[src/rtl/cfg_pkg.sv]
package cfg_pkg;
   // slot numbering inside the bank
   localparam int SLOT_A        = 0;
   localparam int SLOT_B        = 1;
   localparam int SLOT_P        = 2;
   localparam int SLOT_S        = 3;
   localparam int SLOT_ADR0     = 4;
   localparam int N_FIXED_SLOTS = 4;

   // bit positions that neighbours decode
   localparam int B_EXT_BIT  = 0;
   localparam int B_NMI_BIT  = 2;
   localparam int P_LSS_BIT  = 7;
   localparam int S_LOCK_BIT = 0;
   localparam int S_USE_BIT  = 1;
   localparam int S_SMAC_BIT = 2;

   // storage and fixed-value masks for the byte-wide registers
   localparam logic [7:0] A_WMASK  = 8'hFF;
   localparam logic [7:0] B_WMASK  = 8'h05;
   localparam logic [7:0] B_FIXED  = 8'h00;
   localparam logic [7:0] P_WMASK  = 8'h80;
   localparam logic [7:0] P_FIXED  = 8'h20;
   localparam logic [7:0] S_WMASK  = 8'h07;
   localparam logic [7:0] S_STICKY = 8'h01;

   localparam int PROT_CTL_W = 3;

   function automatic int prot_width(input int adr_bytes, input int dw);
      return PROT_CTL_W + adr_bytes * dw;
   endfunction
endpackage

[src/rtl/cfg_field_reg.sv]
module cfg_field_reg #(
   parameter int           W      = 8,
   parameter logic [W-1:0] RST    = '0,
   parameter logic [W-1:0] WMASK  = '1,
   parameter logic [W-1:0] FIXED  = '0,
   parameter logic [W-1:0] STICKY = '0
) (
   input  logic         clk,
   input  logic         rst_n,
   input  logic [W-1:0] we,
   input  logic [W-1:0] wd,
   output logic [W-1:0] q_rd
);
   logic [W-1:0] q;

   for (genvar b = 0; b < W; b++) begin : g_bit
      logic bit_q;
      if (STICKY[b]) begin : g_sticky
         always_ff @(posedge clk or negedge rst_n) begin
            if (!rst_n)
               bit_q <= RST[b];
            else if (we[b])
               bit_q <= bit_q | wd[b];
         end
      end else begin : g_plain
         always_ff @(posedge clk or negedge rst_n) begin
            if (!rst_n)
               bit_q <= RST[b];
            else if (we[b])
               bit_q <= wd[b];
         end
      end
      assign q[b] = bit_q;
   end

   // reserved positions never expose their flop
   assign q_rd = (q & WMASK) | (FIXED & ~WMASK);
endmodule

[src/rtl/cfg_map_decode.sv]
module cfg_map_decode #(
   parameter int                          IW       = 8,
   parameter int                          NSLOT    = 4,
   parameter logic [NSLOT-1:0][IW-1:0]    SLOT_IDX = '0,
   parameter logic [NSLOT-1:0]            GATED    = '0
) (
   input  logic [IW-1:0]    idx,
   input  logic             wr,
   input  logic             rd,
   input  logic             map_en,
   output logic [NSLOT-1:0] wr_hit,
   output logic [NSLOT-1:0] rd_hit
);
   for (genvar s = 0; s < NSLOT; s++) begin : g_slot
      for (genvar t = s + 1; t < NSLOT; t++) begin : g_dup
         if (SLOT_IDX[s] == SLOT_IDX[t]) begin : g_bad
            $error("cfg_map_decode: two slots share one index");
         end
      end
      logic hit;
      assign hit       = (idx == SLOT_IDX[s]) && (!GATED[s] || map_en);
      assign wr_hit[s] = wr && hit;
      assign rd_hit[s] = rd && hit;
   end
endmodule

[src/rtl/cfg_smm_block.sv]
module cfg_smm_block
   import cfg_pkg::*;
#(
   parameter int DW         = 8,
   parameter int ADDR_BYTES = 4,
   parameter int PROT_W     = prot_width(ADDR_BYTES, DW)
) (
   input  logic                            clk,
   input  logic                            rst_n,
   input  logic                            ctl_wr,
   input  logic [ADDR_BYTES-1:0]           adr_wr,
   input  logic [DW-1:0]                   wdata,
   input  logic                            in_smm,
   output logic [DW-1:0]                   ctl_rd,
   output logic [ADDR_BYTES-1:0][DW-1:0]   adr_rd,
   output logic [PROT_W-1:0]               prot
);
   if (PROT_W != prot_width(ADDR_BYTES, DW)) begin : g_bad_w
      $error("cfg_smm_block: PROT_W does not match the field layout");
   end

   logic          allow;
   logic [DW-1:0] ctl_we;

   // protected fields open when unlocked or when the core is in SMM
   assign allow = !ctl_rd[S_LOCK_BIT] || in_smm;

   always_comb begin
      ctl_we             = {DW{ctl_wr && allow}};
      ctl_we[S_LOCK_BIT] = ctl_wr;
   end

   cfg_field_reg #(
      .W      (DW),
      .RST    ('0),
      .WMASK  (DW'(S_WMASK)),
      .FIXED  ('0),
      .STICKY (DW'(S_STICKY))
   ) ctl_reg_i (
      .clk   (clk),
      .rst_n (rst_n),
      .we    (ctl_we),
      .wd    (wdata),
      .q_rd  (ctl_rd)
   );

   for (genvar i = 0; i < ADDR_BYTES; i++) begin : g_adr
      logic [DW-1:0] byte_we;
      assign byte_we = {DW{adr_wr[i] && allow}};
      cfg_field_reg #(
         .W      (DW),
         .RST    ('0),
         .WMASK  ('1),
         .FIXED  ('0),
         .STICKY ('0)
      ) adr_reg_i (
         .clk   (clk),
         .rst_n (rst_n),
         .we    (byte_we),
         .wd    (wdata),
         .q_rd  (adr_rd[i])
      );
   end

   assign prot = {ctl_rd[S_LOCK_BIT], ctl_rd[S_SMAC_BIT], ctl_rd[S_USE_BIT], adr_rd};
endmodule

[src/rtl/cfg_regbank.sv]
module cfg_regbank
   import cfg_pkg::*;
#(
   parameter int            IW          = 8,
   parameter int            DW          = 8,
   parameter int            ADDR_BYTES  = 4,
   parameter logic [IW-1:0] RECOV_IDX   = 8'hE8,
   parameter logic [IW-1:0] NMI_IDX     = 8'hEB,
   parameter logic [IW-1:0] PERF_IDX    = 8'h20,
   parameter logic [IW-1:0] SMM_CTL_IDX = 8'hC1,
   parameter logic [IW-1:0] SMM_ADR_IDX = 8'hC4,
   parameter logic [DW-1:0] RECOV_RST   = 8'h85,
   parameter logic [DW-1:0] NMI_RST     = 8'h00,
   parameter logic [DW-1:0] PERF_RST    = 8'h07,
   localparam int           PROT_W      = prot_width(ADDR_BYTES, DW)
) (
   input  logic              clk,
   input  logic              rst_n,
   input  logic [IW-1:0]     cfg_idx,
   input  logic              cfg_wr,
   input  logic              cfg_rd,
   input  logic [DW-1:0]     cfg_wdata,
   input  logic              map_en,
   input  logic              in_smm,
   output logic [DW-1:0]     cfg_rdata,
   output logic [DW-1:0]     recov_ctl,
   output logic              ext_en,
   output logic              ls_serial,
   output logic              nmi_req,
   output logic [PROT_W-1:0] smm_prot
);
   localparam int NSLOT = N_FIXED_SLOTS + ADDR_BYTES;

   typedef logic [NSLOT-1:0][IW-1:0] idx_tab_t;

   function automatic idx_tab_t slot_map();
      idx_tab_t m;
      m = '0;
      m[SLOT_A] = RECOV_IDX;
      m[SLOT_B] = NMI_IDX;
      m[SLOT_P] = PERF_IDX;
      m[SLOT_S] = SMM_CTL_IDX;
      for (int i = 0; i < ADDR_BYTES; i++)
         m[SLOT_ADR0 + i] = SMM_ADR_IDX + IW'(i);
      return m;
   endfunction

   localparam idx_tab_t         SLOT_IDX = slot_map();
   localparam logic [NSLOT-1:0] GATE     = NSLOT'((1 << SLOT_A) | (1 << SLOT_B) | (1 << SLOT_P));

   if (DW != 8) begin : g_bad_dw
      $error("cfg_regbank: field layout needs DW == 8");
   end
   if (ADDR_BYTES < 1 || ADDR_BYTES > 4) begin : g_bad_ab
      $error("cfg_regbank: ADDR_BYTES must be 1 to 4");
   end
   if (IW < 6) begin : g_bad_iw
      $error("cfg_regbank: IW too narrow for the index map");
   end

   logic [NSLOT-1:0]               wr_hit;
   logic [NSLOT-1:0]               rd_hit;
   logic [NSLOT-1:0][DW-1:0]       rv;
   logic [ADDR_BYTES-1:0][DW-1:0]  adr_rd;
   logic [DW-1:0]                  s_rd;

   cfg_map_decode #(
      .IW       (IW),
      .NSLOT    (NSLOT),
      .SLOT_IDX (SLOT_IDX),
      .GATED    (GATE)
   ) dec_i (
      .idx    (cfg_idx),
      .wr     (cfg_wr),
      .rd     (cfg_rd),
      .map_en (map_en),
      .wr_hit (wr_hit),
      .rd_hit (rd_hit)
   );

   cfg_field_reg #(
      .W      (DW),
      .RST    (RECOV_RST),
      .WMASK  (DW'(A_WMASK)),
      .FIXED  ('0),
      .STICKY ('0)
   ) recov_reg_i (
      .clk   (clk),
      .rst_n (rst_n),
      .we    ({DW{wr_hit[SLOT_A]}}),
      .wd    (cfg_wdata),
      .q_rd  (rv[SLOT_A])
   );

   cfg_field_reg #(
      .W      (DW),
      .RST    (NMI_RST),
      .WMASK  (DW'(B_WMASK)),
      .FIXED  (DW'(B_FIXED)),
      .STICKY ('0)
   ) nmi_reg_i (
      .clk   (clk),
      .rst_n (rst_n),
      .we    ({DW{wr_hit[SLOT_B]}}),
      .wd    (cfg_wdata),
      .q_rd  (rv[SLOT_B])
   );

   cfg_field_reg #(
      .W      (DW),
      .RST    (PERF_RST),
      .WMASK  (DW'(P_WMASK)),
      .FIXED  (DW'(P_FIXED)),
      .STICKY ('0)
   ) perf_reg_i (
      .clk   (clk),
      .rst_n (rst_n),
      .we    ({DW{wr_hit[SLOT_P]}}),
      .wd    (cfg_wdata),
      .q_rd  (rv[SLOT_P])
   );

   cfg_smm_block #(
      .DW         (DW),
      .ADDR_BYTES (ADDR_BYTES),
      .PROT_W     (PROT_W)
   ) smm_i (
      .clk    (clk),
      .rst_n  (rst_n),
      .ctl_wr (wr_hit[SLOT_S]),
      .adr_wr (wr_hit[NSLOT-1:SLOT_ADR0]),
      .wdata  (cfg_wdata),
      .in_smm (in_smm),
      .ctl_rd (s_rd),
      .adr_rd (adr_rd),
      .prot   (smm_prot)
   );

   assign rv[SLOT_S] = s_rd;
   for (genvar i = 0; i < ADDR_BYTES; i++) begin : g_rv_adr
      assign rv[SLOT_ADR0 + i] = adr_rd[i];
   end

   always_comb begin
      cfg_rdata = '0;
      for (int s = 0; s < NSLOT; s++)
         if (rd_hit[s])
            cfg_rdata = cfg_rdata | rv[s];
   end

   // request only on an accepted 0-to-1 change of the stored bit
   assign nmi_req   = wr_hit[SLOT_B] && cfg_wdata[B_NMI_BIT] && !rv[SLOT_B][B_NMI_BIT];
   assign recov_ctl = rv[SLOT_A];
   assign ext_en    = rv[SLOT_B][B_EXT_BIT];
   assign ls_serial = rv[SLOT_P][P_LSS_BIT];
endmodule

[config.mk]
export PLATFORM = sky130hd
export DESIGN_NAME = cfg_regbank
export DESIGN_NICKNAME = d
export VERILOG_FILES = /design/src/rtl/cfg_pkg.sv /design/src/rtl/cfg_field_reg.sv /design/src/rtl/cfg_map_decode.sv /design/src/rtl/cfg_smm_block.sv /design/src/rtl/cfg_regbank.sv
export SDC_FILE = /design/constraint.sdc
export NUM_CORES = 1
export LEC_CHECK = 0
export BUFFER_PORTS_ARGS = -buffer_cell sky130_fd_sc_hd__buf_2
export CORE_ASPECT_RATIO = 0.6
export CORE_MARGIN = 2
export CORE_UTILIZATION = 47
export DETAILED_ROUTE_END_ITERATION = 10
export HOLD_SLACK_MARGIN = 0.02
export MAX_ROUTING_LAYER = met4
export PLACE_DENSITY = 0.86
export SETUP_SLACK_MARGIN = 0.15
export SYNTH_ARGS = -nofsm -noshare
export SYNTH_HDL_FRONTEND = slang
export SYNTH_SLANG_ARGS = --single-unit
[constraint.sdc]
create_clock -name clk -period 2.2 [get_ports clk]
set_input_delay 0.44 -clock clk [delete_from_list [all_inputs] [get_ports clk]]
set_output_delay 0.44 -clock clk [all_outputs]
set_load 0.02 [all_outputs]
==> results of run 1 <==
-- report_power, final --
| part | internal (mW) | total, mW | switching (mW) |
|---|---|---|---|
| Combinational | 0.111 | 0.263 | 0.152 |
| Clock | 0.249 | 0.513 | 0.264 |
| Sequential | 0.882 | 0.911 | 0.0290 |
-- worst max-delay path, stage by stage --
cell and delay [ps]:
buf_6 100, or4b_4 560, nor3_4 170, buf_6 150
a22o_1 150, buf_6 120
-- layer usage --
layer	up-vias	GRT usage	routed length [µm]
met3	8	0.04540	457
li1	842	-	-
met2	79	0.3538	2863
met4	0	0.03914	74
met1	959	0.3059	2940
met5	-	-	0
-- worst max-delay path by stage --
stage                     from            to  slack, ps  depth (start not counted)
floorplan           cfg_idx[4]  cfg_rdata[0]        160                          4
global placement    cfg_idx[0]  cfg_rdata[6]         50                          5
detailed placement  cfg_idx[2]  cfg_rdata[3]         30                          6
CTS                 cfg_idx[2]  cfg_rdata[3]         80                          6
global route        cfg_idx[2]  cfg_rdata[1]         40                          6
finish              cfg_idx[2]  cfg_rdata[3]         70                          6
-- registers in the layout, indices dropped and copies added, names as in the netlist --
register and cells:
smm_i.g_adr.adr_reg_i.g_bit.bit_q 32, recov_reg_i.g_bit.bit_q 8, smm_i.ctl_reg_i.g_bit.bit_q 3, nmi_reg_i.g_bit.bit_q 2
perf_reg_i.g_bit.bit_q 1
-- cell type report --
class,instances,area share
clock buffers,7,0.02704
multi-input cells,115,0.3738
flip-flops and latches,46,0.3617
well taps,66,0.02586
repair buffers,103,0.2116
-- repair_timing --
item                                    4_1_cts  5_1_grt
resized for setup                            21        6
endpoints found under the setup margin        9        9
pin swaps                                     6        2
buffers inserted                              4        2
-- layout by cell type, fill, tap and decap left out, types with 5 or more instances in the layout --
cell      instances
buf_2            64
mux2_2           49
dfrtp_1          43
buf_4            27
buf_6            10
nand2_1           7
a22o_1            7
clkbuf_8          6
mux4_2            5
-- kinds of logic after synthesis --
kind of cell           after synthesis
and+or+nand+nor                     40
AOI/OAI and AO/OA                   19
muxes                               56
buffers and inverters               48
DFF                                 46
==> reports/results.ini, run 1 <==
[setup_path]
critPathArrivalTime_ps = 1690
crit_path_max_fanout = 3
endpoint_kind = output pin
path_class = in2out
startpoint_type = input port
rrSetupSlack_ps = 520
rr_worst_depth = 5
crit_required_ps = 1760
timing.rr.start = smm_i.ctl_reg_i.g_bit[0].bit_q
rr_endpoint = smm_i.g_adr[2].adr_reg_i.g_bit[4].bit_q

[sta]
tns_ps = 0
fin_crit_sh = 0.9661
slew_viol_final = 0
relSlewSlack = 0.6160
tightest_slew_ps = 576.0
rsz0062_at_grt = yes
setup_viol = 0
hold_ws_ps = 210.1
hold_violations = 0
skew_ps = 7.730
timing.final.crit_period_ps = 2125
fmax_mhz = 470.5
layout_setup_ws_ps = 74.57

[clock_tree]
cts_tree = built
clk_pin_slew_ps = 90
cts_root_buf = clkbuf_8
postCtsHoldBufs = 0
cts_buffers = 5
cts_num_sinks = 46
insertion_delay_ps = 300
cts-htree-levels = 2
cts.path.max_buffers = 2

[synthesis]
synth_top_family_by_area = multiplexers
synth_fp_nets = 231
yosysSeqAreaShare = 0.4431
synth.most_common_cell = mux2_2
ys_async_sr_fraction = 1.000
synth_simple_gate_area_frac = 0.1047
synth_edf_count = 0
yosysUniqueCellTypes = 34
syn_area_per_cell_um2 = 12.47
synth.area.mux_share = 0.2626
synth.ff_latch_count = 46
synth_ff_type = dfrtp_1
synth_top_area_cell = dfrtp_1
synthAdderAreaFrac = 0
ys_warn_count = 0
synth_area_leaders = dfrtp_1 41%, mux2_2 21%, buf_4 13%, mux4_2 4.3%, dfstp_2 3.0%
synth-xor-area-share = 0
synth_cells = 209
syn-cell-area_um2 = 2606
synth_compound_area_frac = 0.05569
yosys.area.top_type_share = 0.4129
synth_top_cells_by_count = 49 x mux2_2, 44 x buf_4, 43 x dfrtp_1, 8 x nand2_1, 7 x a22o_1

[power_and_ir_drop]
ir_drop_v = 0.0003338
p_per_area_nw_per_um2 = 528.4
fin_total_pwr_mw = 1.687
p_leak_nw = 1.649

[route]
wirelength_um = 6335
via_per_inst = 5.602
post_drt_wl_per_cell_um = 18.80
drtAntennaViolNets = 0
drc_errors = 0
first_iter_violations = 111
drtPass1Iterations = 4
dr_total_vias = 1888

[place]
gp_congestion = 0.9338
pre_cts_ws_ps = 31.67
placed_cell_area_um2 = 2944
dp_hpwl_um = 4781
port-buffer-count = 75
placed_cells = 324

[grt]
grt_pass1_wl_um = 10030
grtUsageTotal = 0.2232
grt_start_max_net_pins = 47
grt_pass1_vias = 1903
grt_overflow = 0
grt_antenna_before_repair = 0

[run]
drv_cap = 0

[hold_path]
hold_path.class = in2async

[floorplanning]
die_y_um = 61.68
die-area_um2 = 6176
initial_utilization = 0.5007
core_um2 = 5205
die_width_um = 100.1
rows = 20
ios = 76

[layout]
fin_area_um2 = 3193
layout-drive-gt1-share = 0.6937
area_growth_pct = 22.52
fin_cells = 337
fin_nets = 293
antennaDiodeCount = 0
post-route-util = 0.6135
nFillCells = 425
multi_input_comb_area_um2 = 1194
regArea_um2 = 1155

[status]
status = complete, no violations

Note: power is estimated with default switching activity, not from simulation.
==> run 2: changes to the inputs <==
--- a/config.mk
+++ b/config.mk
@@ -6,7 +6,6 @@
 export NUM_CORES = 1
 export LEC_CHECK = 0
 export BUFFER_PORTS_ARGS = -buffer_cell sky130_fd_sc_hd__buf_2
-export CORE_ASPECT_RATIO = 0.6
 export CORE_MARGIN = 2
 export CORE_UTILIZATION = 47
 export DETAILED_ROUTE_END_ITERATION = 10
==> reports/results.ini, run 2 (synthesis gave the netlist of run 1 again) <==
[route]
wirelength_um = 6061  ; -4.3%
post_drt_wl_per_cell_um = 17.83  ; -5.2%
drtPass1Iterations = 4  ; unchanged
drc_errors = 0  ; unchanged
first_iter_violations = 102  ; -8.1%
dr_total_vias = 1854  ; -1.8%
via_per_inst = 5.453  ; -2.7%
drtAntennaViolNets = 0  ; unchanged

[grt]
grt_pass1_wl_um = 9673  ; -3.5%
grt_start_max_net_pins = 25  ; -47%
grtUsageTotal = 0.2104  ; -0.01273
grt_pass1_vias = 1885  ; -0.95%
grt_overflow = 0  ; unchanged
grt_antenna_before_repair = 0  ; unchanged

[floorplanning]
die_width_um = 78.47  ; -22%
rows = 27  ; +35%
ios = 76  ; unchanged
initial_utilization = 0.4792  ; -0.02154
die-area_um2 = 6157  ; -0.32%
die_y_um = 78.47  ; +27%
core_um2 = 5439  ; +4.5%

[clock_tree]
insertion_delay_ps = 300  ; about the same
cts.path.max_buffers = 2  ; unchanged
clk_pin_slew_ps = 90  ; about the same
postCtsHoldBufs = 0  ; unchanged
cts-htree-levels = 2  ; unchanged
cts_tree = built
cts_num_sinks = 46  ; unchanged
cts_buffers = 5  ; unchanged
cts_root_buf = clkbuf_8

[status]
status = complete, no violations

[setup_path]
crit_path_top_delay_cell = or4b_4
cp_common_cell = buf_6
startpoint_type = input port
critPathArrivalTime_ps = 1690  ; about the same
cpPeakStageDelay_ps = 550  ; about the same
critical-path-top-delay-family = simple AND/OR/NAND/NOR gates
crit_path_max_fanout = 3  ; unchanged
startpoint = cfg_idx[1]
crit_required_ps = 1760  ; about the same
endpoint_kind = output pin
crit_chain = buf_6 -> or4b_4 -> nor3_4 -> buf_6 -> a22o_1 -> buf_6
path_class = in2out
timing.rr.start = smm_i.ctl_reg_i.g_bit[0].bit_q
path_buf_inv = 3  ; unchanged

[sta]
rsz0062_at_grt = yes
fin_crit_sh = 0.9696  ; +0.003472
layout_setup_ws_ps = 66.94  ; -7.638 ps
setup_viol = 0  ; unchanged
timing.final.crit_period_ps = 2133  ; +7.638 ps
hold_violations = 0  ; unchanged
relSlewSlack = 0.6394  ; +0.02336
tightest_slew_ps = 540.9  ; -35.05 ps
tns_ps = 0  ; unchanged
skew_ps = 5.731  ; -1.999 ps
fmax_mhz = 468.8  ; -0.36%
slew_viol_final = 0  ; unchanged

[layout]
regMostFlops = smm_i.g_adr.adr_reg_i.g_bit.bit_q
nFillCells = 463  ; +8.9%
fin_nets = 289  ; -1.4%
final_common_cell = buf_2
antennaDiodeCount = 0  ; unchanged
area_growth_pct = 21.03
mostFrequentLayoutCells = 65 x buf_2, 49 x mux2_2, 43 x dfrtp_1
largest_register_ffs = 32  ; unchanged
top_regs = smm_i.g_adr.adr_reg_i.g_bit.bit_q x32, recov_reg_i.g_bit.bit_q x8, smm_i.ctl_reg_i.g_bit.bit_q x3
layout-drive-gt1-share = 0.6828  ; -0.01089

[place]
dp_hpwl_um = 4575  ; -4.3%
gp_congestion = 0.8439  ; -9.6%
pre_cts_ws_ps = -11.99  ; -43.67 ps
port-buffer-count = 75  ; unchanged

[run]
drv_cap = 0  ; unchanged

[power_and_ir_drop]
ir_drop_v = 0.0004627  ; +39%
p_per_area_nw_per_um2 = 540.6  ; +2.3%
p_leak_nw = 1.626  ; -1.3%

[hold_path]
hold_path.class = in2async

[run 2: worst paths after layout]
check                      cells past startpoint                                       to  slack (ps)
max                                            6                             cfg_rdata[3]          70
min                                            1  smm_i.g_adr[1].adr_reg_i.g_bit[3].bit_q         110
max reg2reg                                    5  smm_i.g_adr[2].adr_reg_i.g_bit[5].bit_q         540
min reg2reg                                    1           smm_i.ctl_reg_i.g_bit[1].bit_q         530
max in group asynchronous                      2               recov_reg_i.g_bit[0].bit_q        1440
min in group clk                               2  smm_i.g_adr[2].adr_reg_i.g_bit[4].bit_q         420
[run 2: what timing repair did]
action	in CTS	in global routing
setup endpoints to repair	9	9
pin swaps	5	2
resized for setup	20	3
hold endpoints to repair	0	0
setup buffers	1	0
[run 2: worst register-to-register path, cell delays in order, from the launching register on]
cell      delay, ps
dfrtp_1         420
nand2b_1        130
nand4_2         240
nor3b_4         280
buf_12          160
mux2_2          330
[run 2: stage by stage]
stage / instances / utilization / area [µm²] / power [mW] / hold WS, ps
2_1_floorplan: 209 / - / 2660 / 1.107 / 144.4
3_5_place_dp: 331 / 0.5441 / 2959 / 1.179 / 448.8
5_1_grt: 340 / 0.5799 / 3154 / 1.783 / 144.6
3_3_place_gp: 331 / 0.5441 / 2959 / 1.171 / 439.0
6_report: 340 / 0.5799 / 3154 / 1.705 / 112.4
4_1_cts: 340 / 0.5765 / 3136 / 1.714 / 121.5
[run 2: layer usage]
metal	vias up	GRT usage	wire length (µm)
met5	-	-	0
met3	13	0.04023	324
met1	941	0.2719	2747
met2	60	0.3345	2889
li1	840	-	-
met4	0	0.07368	100
[run 2: power breakdown]
part	switching (mW)	total (mW)	internal (mW)
sequential	0.0278	0.910	0.882
clock	0.282	0.534	0.253
combinational	0.150	0.261	0.111
total	0.460	1.71	1.25
[run 2: layout make-up]
class | instances | area (µm²) | share of cell area
sequential | 46 | 1155 | 0.3661
clock buffer | 6 | 82.58 | 0.02618
timing repair buffer | 99 | 630.6 | 0.1999
tap | 72 | 90.09 | 0.02856
clock inverter | 2 | 12.51 | 0.003967
multi-input combinational | 115 | 1184 | 0.3752
==> run 3: changes to the inputs <==
--- a/config.mk
+++ b/config.mk
@@ -7,11 +7,12 @@
 export LEC_CHECK = 0
 export BUFFER_PORTS_ARGS = -buffer_cell sky130_fd_sc_hd__buf_2
 export CORE_MARGIN = 2
-export CORE_UTILIZATION = 47
+export CORE_UTILIZATION = 56
 export DETAILED_ROUTE_END_ITERATION = 10
+export GPL_TIMING_DRIVEN = 0
 export HOLD_SLACK_MARGIN = 0.02
 export MAX_ROUTING_LAYER = met4
-export PLACE_DENSITY = 0.86
+export PLACE_DENSITY = 0.95
 export SETUP_SLACK_MARGIN = 0.15
 export SYNTH_ARGS = -nofsm -noshare
 export SYNTH_HDL_FRONTEND = slang
==> constraint.sdc (replaced) <==
create_clock -name clk -period 2.7 [get_ports clk]
set_input_delay 0.54 -clock clk [delete_from_list [all_inputs] [get_ports clk]]
set_output_delay 0.54 -clock clk [all_outputs]
set_load 0.02 [all_outputs]
==> reports/results.ini, run 3 (synthesis gave the netlist of run 1 again) <==
[clock_tree]
clk_pin_slew_ps = 80  ; about the same
cts.path.max_buffers = 2  ; unchanged
cts_root_buf = clkbuf_8
cts_buffers = 5  ; unchanged
cts_tree = built
postCtsHoldBufs = 0  ; unchanged
cts_num_sinks = 46  ; unchanged
cts-htree-levels = 2  ; unchanged
insertion_delay_ps = 300  ; about the same

[floorplanning]
ios = 76  ; unchanged
core_um2 = 4414  ; -19%
initial_utilization = 0.5904  ; +0.1112
die_y_um = 72.22  ; -8.0%
die-area_um2 = 5216  ; -15%
rows = 24  ; -11%
die_width_um = 72.22  ; -8.0%

[setup_path]
path_class = in2out
crit_required_ps = 2160  ; +400 ps
endpoint_kind = output pin
timing.rr.start = smm_i.ctl_reg_i.g_bit[0].bit_q
critPathArrivalTime_ps = 1930  ; +240 ps
rr_endpoint = smm_i.g_adr[2].adr_reg_i.g_bit[0].bit_q
rr_worst_depth = 4  ; -1
startpoint_type = input port
crit_path_max_fanout = 10  ; +7
rrSetupSlack_ps = 840  ; +300 ps

[power_and_ir_drop]
fin_total_pwr_mw = 1.415  ; -17%
p_per_area_nw_per_um2 = 446.2  ; -17%
p_leak_nw = 1.726  ; +6.1%
ir_drop_v = 0.0003556  ; -23%

[layout]
final_common_cell = buf_2
regMostFlops = smm_i.g_adr.adr_reg_i.g_bit.bit_q
mostFrequentLayoutCells = 74 x buf_2, 49 x mux2_2, 46 x buf_4
top_regs = smm_i.g_adr.adr_reg_i.g_bit.bit_q x32, recov_reg_i.g_bit.bit_q x8, smm_i.ctl_reg_i.g_bit.bit_q x3
largest_register_ffs = 32  ; unchanged
area_growth_pct = 21.65
nFillCells = 312  ; -33%
layout-drive-gt1-share = 0.6828  ; about the same
fin_area_um2 = 3171  ; +0.52%
antennaDiodeCount = 0  ; unchanged
fin_nets = 311  ; +7.6%

[sta]
slew_viol_final = 0  ; unchanged
hold_ws_ps = 406.3  ; +293.9 ps
timing.final.crit_period_ps = 2474
tightest_slew_ps = 1009  ; +468.5 ps
hold_violations = 0  ; unchanged
setup_viol = 0  ; unchanged
rsz0062_at_grt = no
fmax_mhz = 404.2
skew_ps = 10.35  ; +4.620 ps
fin_crit_sh = 0.9163
relSlewSlack = 0.3271  ; -0.3123

[route]
post_drt_wl_per_cell_um = 17.05  ; -4.4%
wirelength_um = 5830  ; -3.8%
drtPass1Iterations = 4  ; unchanged
first_iter_violations = 106  ; +3.9%
drc_errors = 0  ; unchanged
dr_total_vias = 1917  ; +3.4%
drtAntennaViolNets = 0  ; unchanged
via_per_inst = 5.605  ; +2.8%

[hold_path]
hold_path.class = in2async

[grt]
grt_pass1_vias = 1872  ; -0.69%
grt_overflow = 0  ; unchanged
grt_antenna_before_repair = 0  ; unchanged
grt_pass1_wl_um = 9259  ; -4.3%
grtUsageTotal = 0.2447  ; +0.03427
grt_start_max_net_pins = 47  ; +88%

[place]
placed_cell_area_um2 = 3038  ; +2.7%
dp_hpwl_um = 4175  ; -8.7%
gp_congestion = 0.8452  ; +0.15%
port-buffer-count = 72  ; -4.0%

[status]
status = complete, no violations

[run]
drv_cap = 0  ; unchanged

## run 3: changes by cell type in the layout (fill, tap and decap cells not counted), moves of 2 or more
cell / previous run / this run
o31ai_2: 2 / 0
o21ai_0: 0 / 2
o21ai_4: 2 / 0
buf_2: 65 / 74
buf_6: 10 / 0
buf_4: 23 / 46
o31ai_1: 1 / 3
## run 3: worst max-delay path by stage
stage / from / end / slack, ps
2_1_floorplan: cfg_idx[2] / cfg_rdata[5] / 10
3_3_place_gp: cfg_idx[4] / cfg_rdata[0] / -550
3_5_place_dp: cfg_idx[0] / cfg_rdata[1] / -310
4_1_cts: cfg_idx[0] / cfg_rdata[6] / 200
5_1_grt: cfg_idx[4] / cfg_rdata[1] / 160
6_report: cfg_idx[0] / cfg_rdata[0] / 230
## run 3: layout make-up
type,count,area [µm²],share of cell area
Buffer,48,355.3,0.1121
Multi-Input combinational cell,115,1132,0.3571
Clock buffer,6,82.58,0.02605
Timing Repair Buffer,73,367.9,0.1160
Clock inverter,2,12.51,0.003946
Sequential cell,46,1155,0.3642
Tap cell,52,65.06,0.02052
## run 3: per-stage QoR
stage | instances | utilization | setup TNS, ps | setup WS (ps)
after floorplan | 209 | - | 0 | 11.05
after global placement | 333 | 0.6868 | -3555 | -547.9
after detailed placement | 333 | 0.6882 | -857.2 | -307.1
after CTS | 342 | 0.7177 | 0 | 201.5
after global routing | 342 | 0.7183 | 0 | 159.3
final | 342 | 0.7183 | 0 | 226.0
## run 3: routing by layer
layer  track usage  share of wire
met5             -              0
met4       0.09015         0.0075
met3       0.05833          0.067
met1        0.3240           0.43
met2        0.3700           0.50
## run 3: what timing repair did
item                                    in CTS  in global routing
gates resized for setup                      6                  1
buffers inserted                             1                  0
pin swaps                                    1                  2
endpoints found under the setup margin       8                  6
cloned                                       0                  0
## run 3: worst max-delay path, cell delays in order
cell	delay (ps)
clkbuf_4	200
buf_4	220
nor2_1	340
a22o_1	230
a22oi_1	100
o31ai_1	100
buf_2	210
## run 3: report_power, final
group / internal [mW] / total [mW] / switching, mW
logic: 0.109 / 0.230 / 0.121
registers: 0.719 / 0.743 / 0.0238
clock network: 0.206 / 0.442 / 0.236
